### config.mk
export PLATFORM = sky130hd
export DESIGN_NAME = ovf_trap_ctrl
export DESIGN_NICKNAME = d
export VERILOG_FILES = /design/src/rtl/ovf_trap_pkg.sv /design/src/rtl/trap_detect.sv /design/src/rtl/redirect_mux.sv /design/src/rtl/trap_state.sv /design/src/rtl/ovf_trap_ctrl.sv
export SDC_FILE = /design/constraint.sdc
export NUM_CORES = 1
export LEC_CHECK = 0
export CAP_MARGIN = 20
export CORE_ASPECT_RATIO = 1.1
export CORE_MARGIN = 8
export CORE_UTILIZATION = 37
export CTS_CLUSTER_SIZE = 40
export DETAILED_ROUTE_END_ITERATION = 6
export GPL_TIMING_DRIVEN = 0
export PLACE_DENSITY = 0.88
export SETUP_SLACK_MARGIN = 0.05
export SLEW_MARGIN = 5
export SYNTH_ARGS = -nofsm -noshare
export SYNTH_HDL_FRONTEND = slang
export SYNTH_SLANG_ARGS = --single-unit
### constraint.sdc
create_clock -name clk -period 7.1 [get_ports clk]
set_input_delay 2.13 -clock clk [delete_from_list [all_inputs] [get_ports clk]]
set_output_delay 2.13 -clock clk [all_outputs]
set_load 0.03 [all_outputs]
### src/rtl/ovf_trap_pkg.sv
package ovf_trap_pkg;

  typedef enum logic [2:0] {
    OP_NONE = 3'd0,
    OP_ADD  = 3'd1,
    OP_SUB  = 3'd2,
    OP_ADDU = 3'd3,
    OP_SUBU = 3'd4
  } arith_op_e;

  typedef enum logic [1:0] {
    SEL_SEQ    = 2'd0,
    SEL_BRANCH = 2'd1,
    SEL_TRAP   = 2'd2
  } pc_src_e;

  // Opcodes whose signed overflow must trap.
  function automatic logic op_traps(input logic [2:0] op);
    return (op == OP_ADD) || (op == OP_SUB);
  endfunction

  // Return address saved for a faulting instruction.
  function automatic logic [31:0] return_addr(input logic [31:0] pc);
    return pc + 32'd4;
  endfunction

endpackage

### src/rtl/trap_detect.sv
module trap_detect
  import ovf_trap_pkg::*;
(
  input  logic       ex_valid,
  input  logic       ex_ovf,
  input  logic [2:0] ex_op,
  output logic       trap_fire
);
  logic op_is_signed;

  always_comb begin
    op_is_signed = op_traps(ex_op);
    trap_fire    = ex_valid && ex_ovf && op_is_signed;
  end
endmodule

### src/rtl/redirect_mux.sv
module redirect_mux
  import ovf_trap_pkg::*;
#(
  parameter int          XLEN   = 32,
  parameter logic [31:0] VECTOR = 32'h5000_0150
) (
  input  logic            trap_fire,
  input  logic            br_taken,
  input  logic [XLEN-1:0] br_target,
  input  logic [XLEN-1:0] seq_pc,
  output logic [1:0]      pc_sel,
  output logic [XLEN-1:0] next_pc
);
  localparam logic [XLEN-1:0] VEC_X = XLEN'(VECTOR);

  always_comb begin
    // Trap has the highest priority, then branch, then sequential.
    if (trap_fire) begin
      pc_sel  = SEL_TRAP;
      next_pc = VEC_X;
    end else if (br_taken) begin
      pc_sel  = SEL_BRANCH;
      next_pc = br_target;
    end else begin
      pc_sel  = SEL_SEQ;
      next_pc = seq_pc;
    end
  end
endmodule

### src/rtl/trap_state.sv
module trap_state
  import ovf_trap_pkg::*;
#(
  parameter int             XLEN      = 32,
  parameter int             CW        = 5,
  parameter logic [CW-1:0]  CAUSE_OVF = 5'd12
) (
  input  logic            clk,
  input  logic            rst_n,
  input  logic            trap_fire,
  input  logic [XLEN-1:0] ex_pc,
  output logic [XLEN-1:0] epc,
  output logic [CW-1:0]   cause
);
  logic [XLEN-1:0] ret_addr;

  always_comb begin
    ret_addr = XLEN'(return_addr(32'(ex_pc)));
  end

  always_ff @(posedge clk or negedge rst_n) begin
    if (!rst_n) begin
      epc   <= '0;
      cause <= '0;
    end else if (trap_fire) begin
      epc   <= ret_addr;
      cause <= CAUSE_OVF;
    end
  end
endmodule

### src/rtl/ovf_trap_ctrl.sv
module ovf_trap_ctrl
  import ovf_trap_pkg::*;
#(
  parameter int          XLEN      = 32,
  parameter int          CW        = 5,
  parameter logic [31:0] VECTOR    = 32'h5000_0150,
  parameter logic [4:0]  CAUSE_OVF = 5'd12
) (
  input  logic            clk,
  input  logic            rst_n,
  input  logic            ex_valid,
  input  logic            ex_ovf,
  input  logic [2:0]      ex_op,
  input  logic [XLEN-1:0] ex_pc,
  input  logic            br_taken,
  input  logic [XLEN-1:0] br_target,
  input  logic [XLEN-1:0] seq_pc,
  output logic [1:0]      pc_sel,
  output logic [XLEN-1:0] next_pc,
  output logic            flush_if,
  output logic            flush_id,
  output logic            flush_ex,
  output logic            squash_wb,
  output logic            trap_taken,
  output logic [XLEN-1:0] epc,
  output logic [CW-1:0]   cause
);
  // Flush lines: fetch, decode, execute, and writeback-control squash.
  localparam int NFLUSH = 4;

  logic              trap_fire;
  logic [NFLUSH-1:0] flush_vec;

  trap_detect u_detect (
    .ex_valid (ex_valid),
    .ex_ovf   (ex_ovf),
    .ex_op    (ex_op),
    .trap_fire(trap_fire)
  );

  redirect_mux #(.XLEN(XLEN), .VECTOR(VECTOR)) u_mux (
    .trap_fire(trap_fire),
    .br_taken (br_taken),
    .br_target(br_target),
    .seq_pc   (seq_pc),
    .pc_sel   (pc_sel),
    .next_pc  (next_pc)
  );

  trap_state #(.XLEN(XLEN), .CW(CW), .CAUSE_OVF(CW'(CAUSE_OVF))) u_state (
    .clk      (clk),
    .rst_n    (rst_n),
    .trap_fire(trap_fire),
    .ex_pc    (ex_pc),
    .epc      (epc),
    .cause    (cause)
  );

  for (genvar g = 0; g < NFLUSH; g++) begin : g_flush
    assign flush_vec[g] = trap_fire;
  end

  assign flush_if   = flush_vec[0];
  assign flush_id   = flush_vec[1];
  assign flush_ex   = flush_vec[2];
  assign squash_wb  = flush_vec[3];
  assign trap_taken = trap_fire;
endmodule

Yosys cells after proc, flatten, opt, wreduce, memory -nomap -nowiden
Cells that the tools add are included.

Bits in registers: 33. Word-level logic and storage cells: 12. Output and inout port bits: 76.

Reduce and logical (&&, ||, !) cells: 3. Equal/unequal tests: 2. Multiplexer cells: 4. Add/subtract/negate cells: 1.

Operator list (number): $mux 32 (2); $add 32x3->32 const B (1); $eq 3x1->1 const B (1); $eq 3x2->1 const B (1); $logic_and 1x1->1 (2); $mux 2 (1); $logic_or 1x1->1 (1); $mux 1 (1).

Logic depth before layout (Yosys ltp)
Gate-level depths: netlist (run 1).

Word-level depth: 4. Mapped depth: 7.

Modules after synthesis
From an unflattened synthesis (run 1), not the netlist that was laid out.

Cell total of the unflattened synthesis: 266. Area total of the unflattened synthesis: 2359.8 um2.

By module, submodules not included: trap_state (cells an instance 185, instances 1, area an instance 1760.4 um2); redirect_mux (cells an instance 74, instances 1, area an instance 546.8 um2); ovf_trap_ctrl (cells an instance 4, instances 1, area an instance 30.0 um2); trap_detect (cells an instance 3, instances 1, area an instance 22.5 um2).

Worst setup path after synthesis (run 1)
OpenSTA, ideal clock, no wires.

Kind: input-to-output. Start point: in ex_op[2]. End point: out next_pc[20]. Data required time: 4970 ps. Stages: 5. Buffers on the path: 1. Setup slack: 1416 ps. Arrival time: 3554 ps. Path through: nand3b_1 > or2_2 > inv_2 > clkbuf_1 > nor2_1.

Word-level cells in the longest chain between the ends: 4.

RTL lines: start: declaration (line ovf_trap_ctrl.sv:13) `input logic [2:0] ex_op,`; $eq 3x1->1 or $eq 3x2->1 (tied branches) (line ovf_trap_pkg.sv:19) `return (op == OP_ADD) || (op == OP_SUB);`; $logic_or 1x1->1 (*) (line ovf_trap_pkg.sv:19); $logic_and 1x1->1 (*) (line trap_detect.sv:13) `trap_fire = ex_valid && ex_ovf && op_is_signed;`; named net flush_ex (line ovf_trap_ctrl.sv:22) `output logic flush_ex,`; $mux 32 (*) (line redirect_mux.sv:18) `if (trap_fire) begin`; end: declaration (line ovf_trap_ctrl.sv:19) `output logic [XLEN-1:0] next_pc,`.

Mark *: on every way through the listed nets, which the timed path passes. The rest lies on a longest branch.

Final worst setup path (run 1)
Start point: in ex_op[0]. End point: out pc_sel[1].

Word-level cells in the longest chain between the ends: 4.

RTL lines: $eq 3x1->1 or $eq 3x2->1 (tied branches) (line ovf_trap_pkg.sv:19); $logic_or 1x1->1 (*) (line ovf_trap_pkg.sv:19); $logic_and 1x1->1 (*) (line trap_detect.sv:13); $mux 2 (*) (line redirect_mux.sv:18); end: declaration (line ovf_trap_ctrl.sv:18) `output logic [1:0] pc_sel,`.

Every way passes the cells marked *; elsewhere a longest branch is shown, timed or not.

==> flow_summary_export.csv, run 1 <==
group,metric,value,unit
sta,max_freq,0.150,GHz
worst_setup_path,slowest_delay,670,ps
detailed_routing,dr.pass1.iters,4,
logic_synthesis,ys_warn_count,0,
floorplan,dieArea,9070,um2
pwr,vdd_drop_max,118,uV
worst_setup_path,cp_max_fo,15,
clocking,cts_tree,"done",
logic_synthesis,synth_commonest_cells,"nor2_1, nand2_1, dfrtp_1",
global_routing,grt.overflow.total,0,
logic_synthesis,synth_seq_cells,33,
global_routing,antenna_found_initial,0,
clocking,htreeDepth,2,
sta,tightest_slew,735,ps
logic_synthesis,synthArstFlopShare,100,%
floorplan,rows,30,
worst_setup_path,endpoint_kind,"output port",
logic_synthesis,ys_types,29,
pwr,leakage,1.73,nW
logic_synthesis,synth_ff_type,"dfrtp_1",
layout,nFillCells,463,
pwr,finalPower,812,uW
floorplan,io_pins,180,
clocking,cts_made_buffers,5,
clocking,cts_buffer_depth,2,
sta,finalCritPeriodShare,93.8,%
worst_setup_path,path_cells,"clkdlybuf4s50_1 -> xnor2_1 -> or2_2 -> inv_2 -> clkbuf_1 -> buf_4 -> clkdlybuf4s50_1",
global_routing,grt.total_usage,20.4,%
detailed_routing,vias_per_cell,5.16,
sta,min_period,6660,ps
clocking,ctsResizeCount,0,
logic_synthesis,yosys.area.top_type_share,35.6,%
run_status,status,"complete, no violations",
global_routing,grt_first_pass_wirelength,14.9,mm
sta,setup_violations,0,
sta,finalClockSkew,0,ps
worst_setup_path,rr_worst_depth,2,
pwr,p_clk_share,16.2,%
placement,gp_congestion,0.798,
worst_setup_path,critPathRequiredTime,4970,ps
worst_setup_path,cp_slowest_cell,"clkdlybuf4s50_1",
detailed_routing,post_drt_wl_per_cell,17.5,um
clocking,clk_pin_slew,60,ps
logic_synthesis,synth_edf_count,0,
worst_hold_path,min_path_cells,2,
worst_hold_path,hold_class,"flop to flop",
run,max_cap_violations,0,
logic_synthesis,syn_area_per_cell,8.17,um2
sta,slew_violations,0,
pwr,p_per_area,191,nW/um2
placement,port_buffers,175,
pwr,p_sw,317,uW
global_routing,grt_pass1_vias,2962,
logic_synthesis,netlist_instances,284,
pwr,p_int,495,uW
detailed_routing,vias,2835,
floorplan,dieWidth,91.5,um
layout,final_core_util,69.6,%
logic_synthesis,ys_seq_area_share,35.6,%
layout,final_layout_size_suffix_gt1_share,4.90,%
sta,fin_setup_tns,0,ps
worst_setup_path,ff2ff_setup_slack,6400,ps
clocking,post-cts-setup-buffer-count,0,
layout,fin_nets,573,
detailed_routing,drc_errors,0,
clocking,root_buffer,"clkbuf_8",
placement,dpl.hpwl,7.96,mm
logic_synthesis,synth_area_leaders,"dfrtp_1, mux2i_1, nor2_1, nand2_1, or4_1",
detailed_routing,drt_iter0_markers,133,
worst_setup_path,cp_data_arrival_time,4530,ps
sta,rsz0062_at_grt,"no",
detailed_routing,drt_wl_total,9.60,mm
clocking,postCtsHoldBufs,0,
sta,slew_headroom,51.0,%
global_routing,grt_max_degree,34,
floorplan,start_util,37.9,%
pwr,power_frac_seq,31.7,%
layout,num_antenna_cells,0,
pwr,p_sw_share,39.0,%
clocking,worstSkewPairLatency,270,ps
worst_setup_path,critPathLaunchType,"input pin",
worst_setup_path,path_class,"input pin to output port",
logic_synthesis,yosysMostFrequentCell,"nor2_1",
sta,hold_viol,0,
layout,area_delta_synth_final,83.4,%
detailed_routing,antenna_left,0,
clocking,cts_sinks,33,
logic_synthesis,synth.largest_area_cell,"dfrtp_1",
worst_setup_path,worst_path_most_repeated_cell,"clkdlybuf4s50_1",
floorplan,die_height,99.1,um
logic_synthesis,syn_area,2320,um2
pwr,combPwrFrac,52.1,%
floorplan,core,6120,um2
-- final cells by class --
| class | instances | area (um2) | area share, % |
|---|---|---|---|
| clock buffer | 6 | 72.6 | 1.70 |
| timing repair buffer | 175 | 1750 | 41.0 |
| tap | 80 | 100 | 2.35 |
| multi-input combinational | 222 | 1350 | 31.7 |
| sequential | 33 | 826 | 19.4 |
| clock inverter | 2 | 10.0 | 0.235 |
| buffer | 27 | 139 | 3.26 |
| inverter | 4 | 15.0 | 0.353 |
-- sequential cells by signal, indices dropped and copies added (netlist names) --
| name | flops |
|---|---|
| u_state.epc | 32 |
| u_state.cause | 1 |
-- per-stage QoR --
stage,instances,hold WS (ps),instance area [um2],setup WS (ps)
4_1_cts,549,483,4260,406
6_report,549,475,4260,438
3_5_place_dp,541,467,4180,414
3_3_place_gp,541,460,4180,427
2_1_floorplan,286,650,2330,1420
5_1_grt,549,517,4260,278
-- final timing paths --
| check | startpoint | to |
|---|---|---|
| hold / removal | u_state.epc[1] | u_state.epc[1] |
| min in group asynchronous | rst_n | u_state.epc[22] |
| hold reg to reg | u_state.epc[1] | u_state.epc[1] |
| setup reg to reg | u_state.epc[20] | u_state.epc[20] |
| max in group asynchronous | rst_n | u_state.epc[6] |
| setup / recovery | ex_op[0] | pc_sel[1] |
-- routing by layer --
| metal | global-route usage (%) | wire, um |
|---|---|---|
| met1 | 21.9 | 3590 |
| met2 | 35.5 | 4730 |
| met3 | 9.35 | 1160 |
| met4 | 4.92 | 119 |
| met5 | 0 | 0 |
-- worst max-delay path: cells and delay by family --
| family | cells | cell delay (ps) |
|---|---|---|
| buffers and inverters | 5 | 1920 |
| AND/OR/NAND/NOR | 1 | 350 |
| XOR/XNOR | 1 | 120 |
-- power by group through the flow --
stage / Sequential [mW] / Combinational (mW) / Clock (mW)
floorplan: 0.350 / 0.116 / 0
global placement: 0.259 / 0.420 / 0
detailed placement: 0.261 / 0.425 / 0
CTS: 0.258 / 0.427 / 0.135
global route: 0.263 / 0.450 / 0.146
finish: 0.257 / 0.423 / 0.131
-- logic make-up (layout without fill, tap and decap cells) --
logic type	Yosys count	after routing	share of synthesized area [%]
xor gates and xnor gates	13	13	4.91
muxes	32	32	13.8
adders and majority gates	1	1	0.539
other	1	3	0.162
DFF	33	33	35.6
and+or+nand+nor	129	129	27.0
AOI/OAI and AO/OA	44	44	11.4
buffers and inverters	31	214	6.63
-- placed cells by master, fill, tap and decap left out, types with 2 or more instances in the layout --
cell type / count
inv_1: 3
clkdlybuf4s50_1: 174
mux2i_1: 32
and4_1: 3
nand2_1: 38
clkbuf_1: 16
buf_2: 4
a31oi_1: 15
xor2_1: 4
nor3_1: 4
nand3_1: 8
nand4_1: 7
clkbuf_8: 5
dfrtp_1: 33
clkinv_2: 2
xnor2_1: 9
or3_1: 6
buf_4: 9
o21ai_0: 19
nor2_1: 44
or4_1: 13
o31ai_1: 9
conb_1: 3
Power figures use the tool's default switching activity.
==> run 2, diff against run 1 <==
CAP_MARGIN = unset   (was 20)
MAX_ROUTING_LAYER = met4   (was unset)
RECOVER_POWER = 25   (was unset)
==> flow_summary_export.csv, run 2 (same netlist as run 1, synthesis figures left out) <==
group,metric,value,unit
placement,dpl.hpwl,7.96,mm
sta,max_freq,0.147,GHz
placement,gp_congestion,0.810,
clocking,post-cts-setup-buffer-count,0,
clocking,ctsResizeCount,0,
floorplan,die_height,99.1,um
sta,finalCritPeriodShare,95.7,%
sta,slew_headroom,-18.3,%
worst_hold_path,hold_class,"flop to flop",
worst_setup_path,ff2ff_setup_slack,6400,ps
sta,slew_violations,34,
floorplan,start_util,37.9,%
detailed_routing,antenna_left,0,
clocking,htreeDepth,2,
floorplan,rows,30,
run_status,violations,"capacitance limit, slew limit",
worst_setup_path,critical_path.top_delay_family,"buffers and inverters",
clocking,cts_made_buffers,5,
sta,worst_slack,304,ps
run_status,status,"complete, but fails checks",
layout,area_delta_synth_final,83.4,%
global_routing,grt_max_degree,34,
clocking,cts_sinks,33,
detailed_routing,vias,2828,
floorplan,dieArea,9070,um2
floorplan,io_pins,180,
worst_setup_path,endpoint_kind,"output port",
sta,finalClockSkew,0,ps
detailed_routing,vias_per_cell,5.15,
pwr,vdd_drop_max,118,uV
worst_setup_path,critPathRequiredTime,4970,ps
layout,final_common_cell,"clkdlybuf4s50_1",
worst_setup_path,slowest_delay,670,ps
worst_setup_path,path_class,"input pin to output port",
pwr,leakage,1.73,nW
layout,mostFrequentLayoutCells,"clkdlybuf4s50_1, nor2_1, nand2_1, dfrtp_1, mux2i_1",
sta,tightest_slew,1780,ps
layout,largestRegisters,"u_state.epc x32, u_state.cause x1",
run,max_cap_violations,1,
global_routing,grt.total_usage,21.0,%
floorplan,dieWidth,91.5,um
detailed_routing,dr.pass1.iters,4,
floorplan,core,6120,um2
sta,holdWs,475,ps
sta,fin_setup_tns,0,ps
sta,hold_viol,0,
sta,rsz0062_at_grt,"no",
clocking,root_buffer,"clkbuf_8",
worst_setup_path,critPathLaunchType,"input pin",
clocking,postCtsHoldBufs,0,
detailed_routing,post_drt_wl_per_cell,17.5,um
detailed_routing,drc_errors,0,
global_routing,grt.overflow.total,0,
sta,setup_violations,0,
pwr,p_per_area,191,nW/um2
clocking,clk_pin_slew,60,ps
global_routing,grt_first_pass_wirelength,14.8,mm
worst_setup_path,crit_buf_inv,5,
clocking,cts_buffer_depth,2,
placement,pre_cts_ws,414,ps
global_routing,antenna_found_initial,0,
placement,placed_area,4180,um2
pwr,finalPower,812,uW
clocking,cts_tree,"done",
layout,largest_reg_flops,32,
worst_setup_path,path_cells,"dlygate4sd3_1 -> xnor2_1 -> or2_2 -> inv_2 -> clkbuf_1 -> buf_4 -> clkdlybuf4s50_1",
worst_setup_path,cp_max_fo,15,
layout,final_cell_area,4260,um2
sta,min_period,6800,ps
detailed_routing,drt_wl_total,9.61,mm
layout,fin_nets,573,
clocking,worstSkewPairLatency,270,ps
detailed_routing,drt_iter0_markers,116,
layout,final_layout_size_suffix_gt1_share,4.69,%
global_routing,grt_pass1_vias,2984,
layout,num_antenna_cells,0,
layout,top_register,"u_state.epc",
placement,port_buffers,175,
worst_setup_path,cp_slowest_cell,"clkdlybuf4s50_1",
worst_setup_path,cp_data_arrival_time,4670,ps
[run 2: path summary, 6_finish.rpt]
check / from / cells after the start / to
worst max-delay path: ex_op[0] / 7 / pc_sel[1]
worst min-delay path: u_state.epc[1] / 2 / u_state.epc[1]
worst max register to register: u_state.epc[20] / 2 / u_state.epc[20]
worst min register to register: u_state.epc[1] / 2 / u_state.epc[1]
max in group asynchronous: rst_n / 1 / u_state.epc[4]
min in group asynchronous: rst_n / 1 / u_state.epc[22]
[run 2: worst register-to-register path, cell delays in order, from the launching register on]
cell     delay (ps)
dfrtp_1         380
nor2_1          110
a31oi_1          60
[run 2: layout make-up]
type	count	area [um2]
Buffer	27	139
Clock buffer	6	72.6
Clock inverter	2	10.0
Fill cell	464	1860
Inverter	4	15.0
Multi-Input combinational cell	222	1350
Sequential cell	33	826
Tap cell	80	100
Timing Repair Buffer	175	1750
[run 2: through the flow]
step / util (%) / cells
floorplan: - / 286
global placement: 68.3 / 541
detailed placement: 68.2 / 541
CTS: 69.6 / 549
global route: 69.6 / 549
finish: 69.6 / 549
[run 2: routing by layer]
layer / GRT usage [%] / vias to the layer above / wire length, um
met2: 35.5 / 155 / 4750
li1: - / 1367 / -
met1: 23.8 / 1298 / 3950
met4: 4.92 / 0 / 80
met5: - / - / 0
met3: 6.01 / 8 / 836
[run 2: report_power, final]
group          total, mW  leakage (nW)  internal [mW]  switching [mW]
registers          0.257         0.389          0.233          0.0244
clock network      0.132        0.0450         0.0678          0.0639
logic              0.423          1.30          0.194           0.229
total              0.812          1.73          0.494           0.317
==> run 3, diff against run 2 <==
SKIP_CTS_REPAIR_TIMING = 1   (was unset)
==> results of run 3 <==
The final DEF is identical to that of run 2; final timing and power are the same.
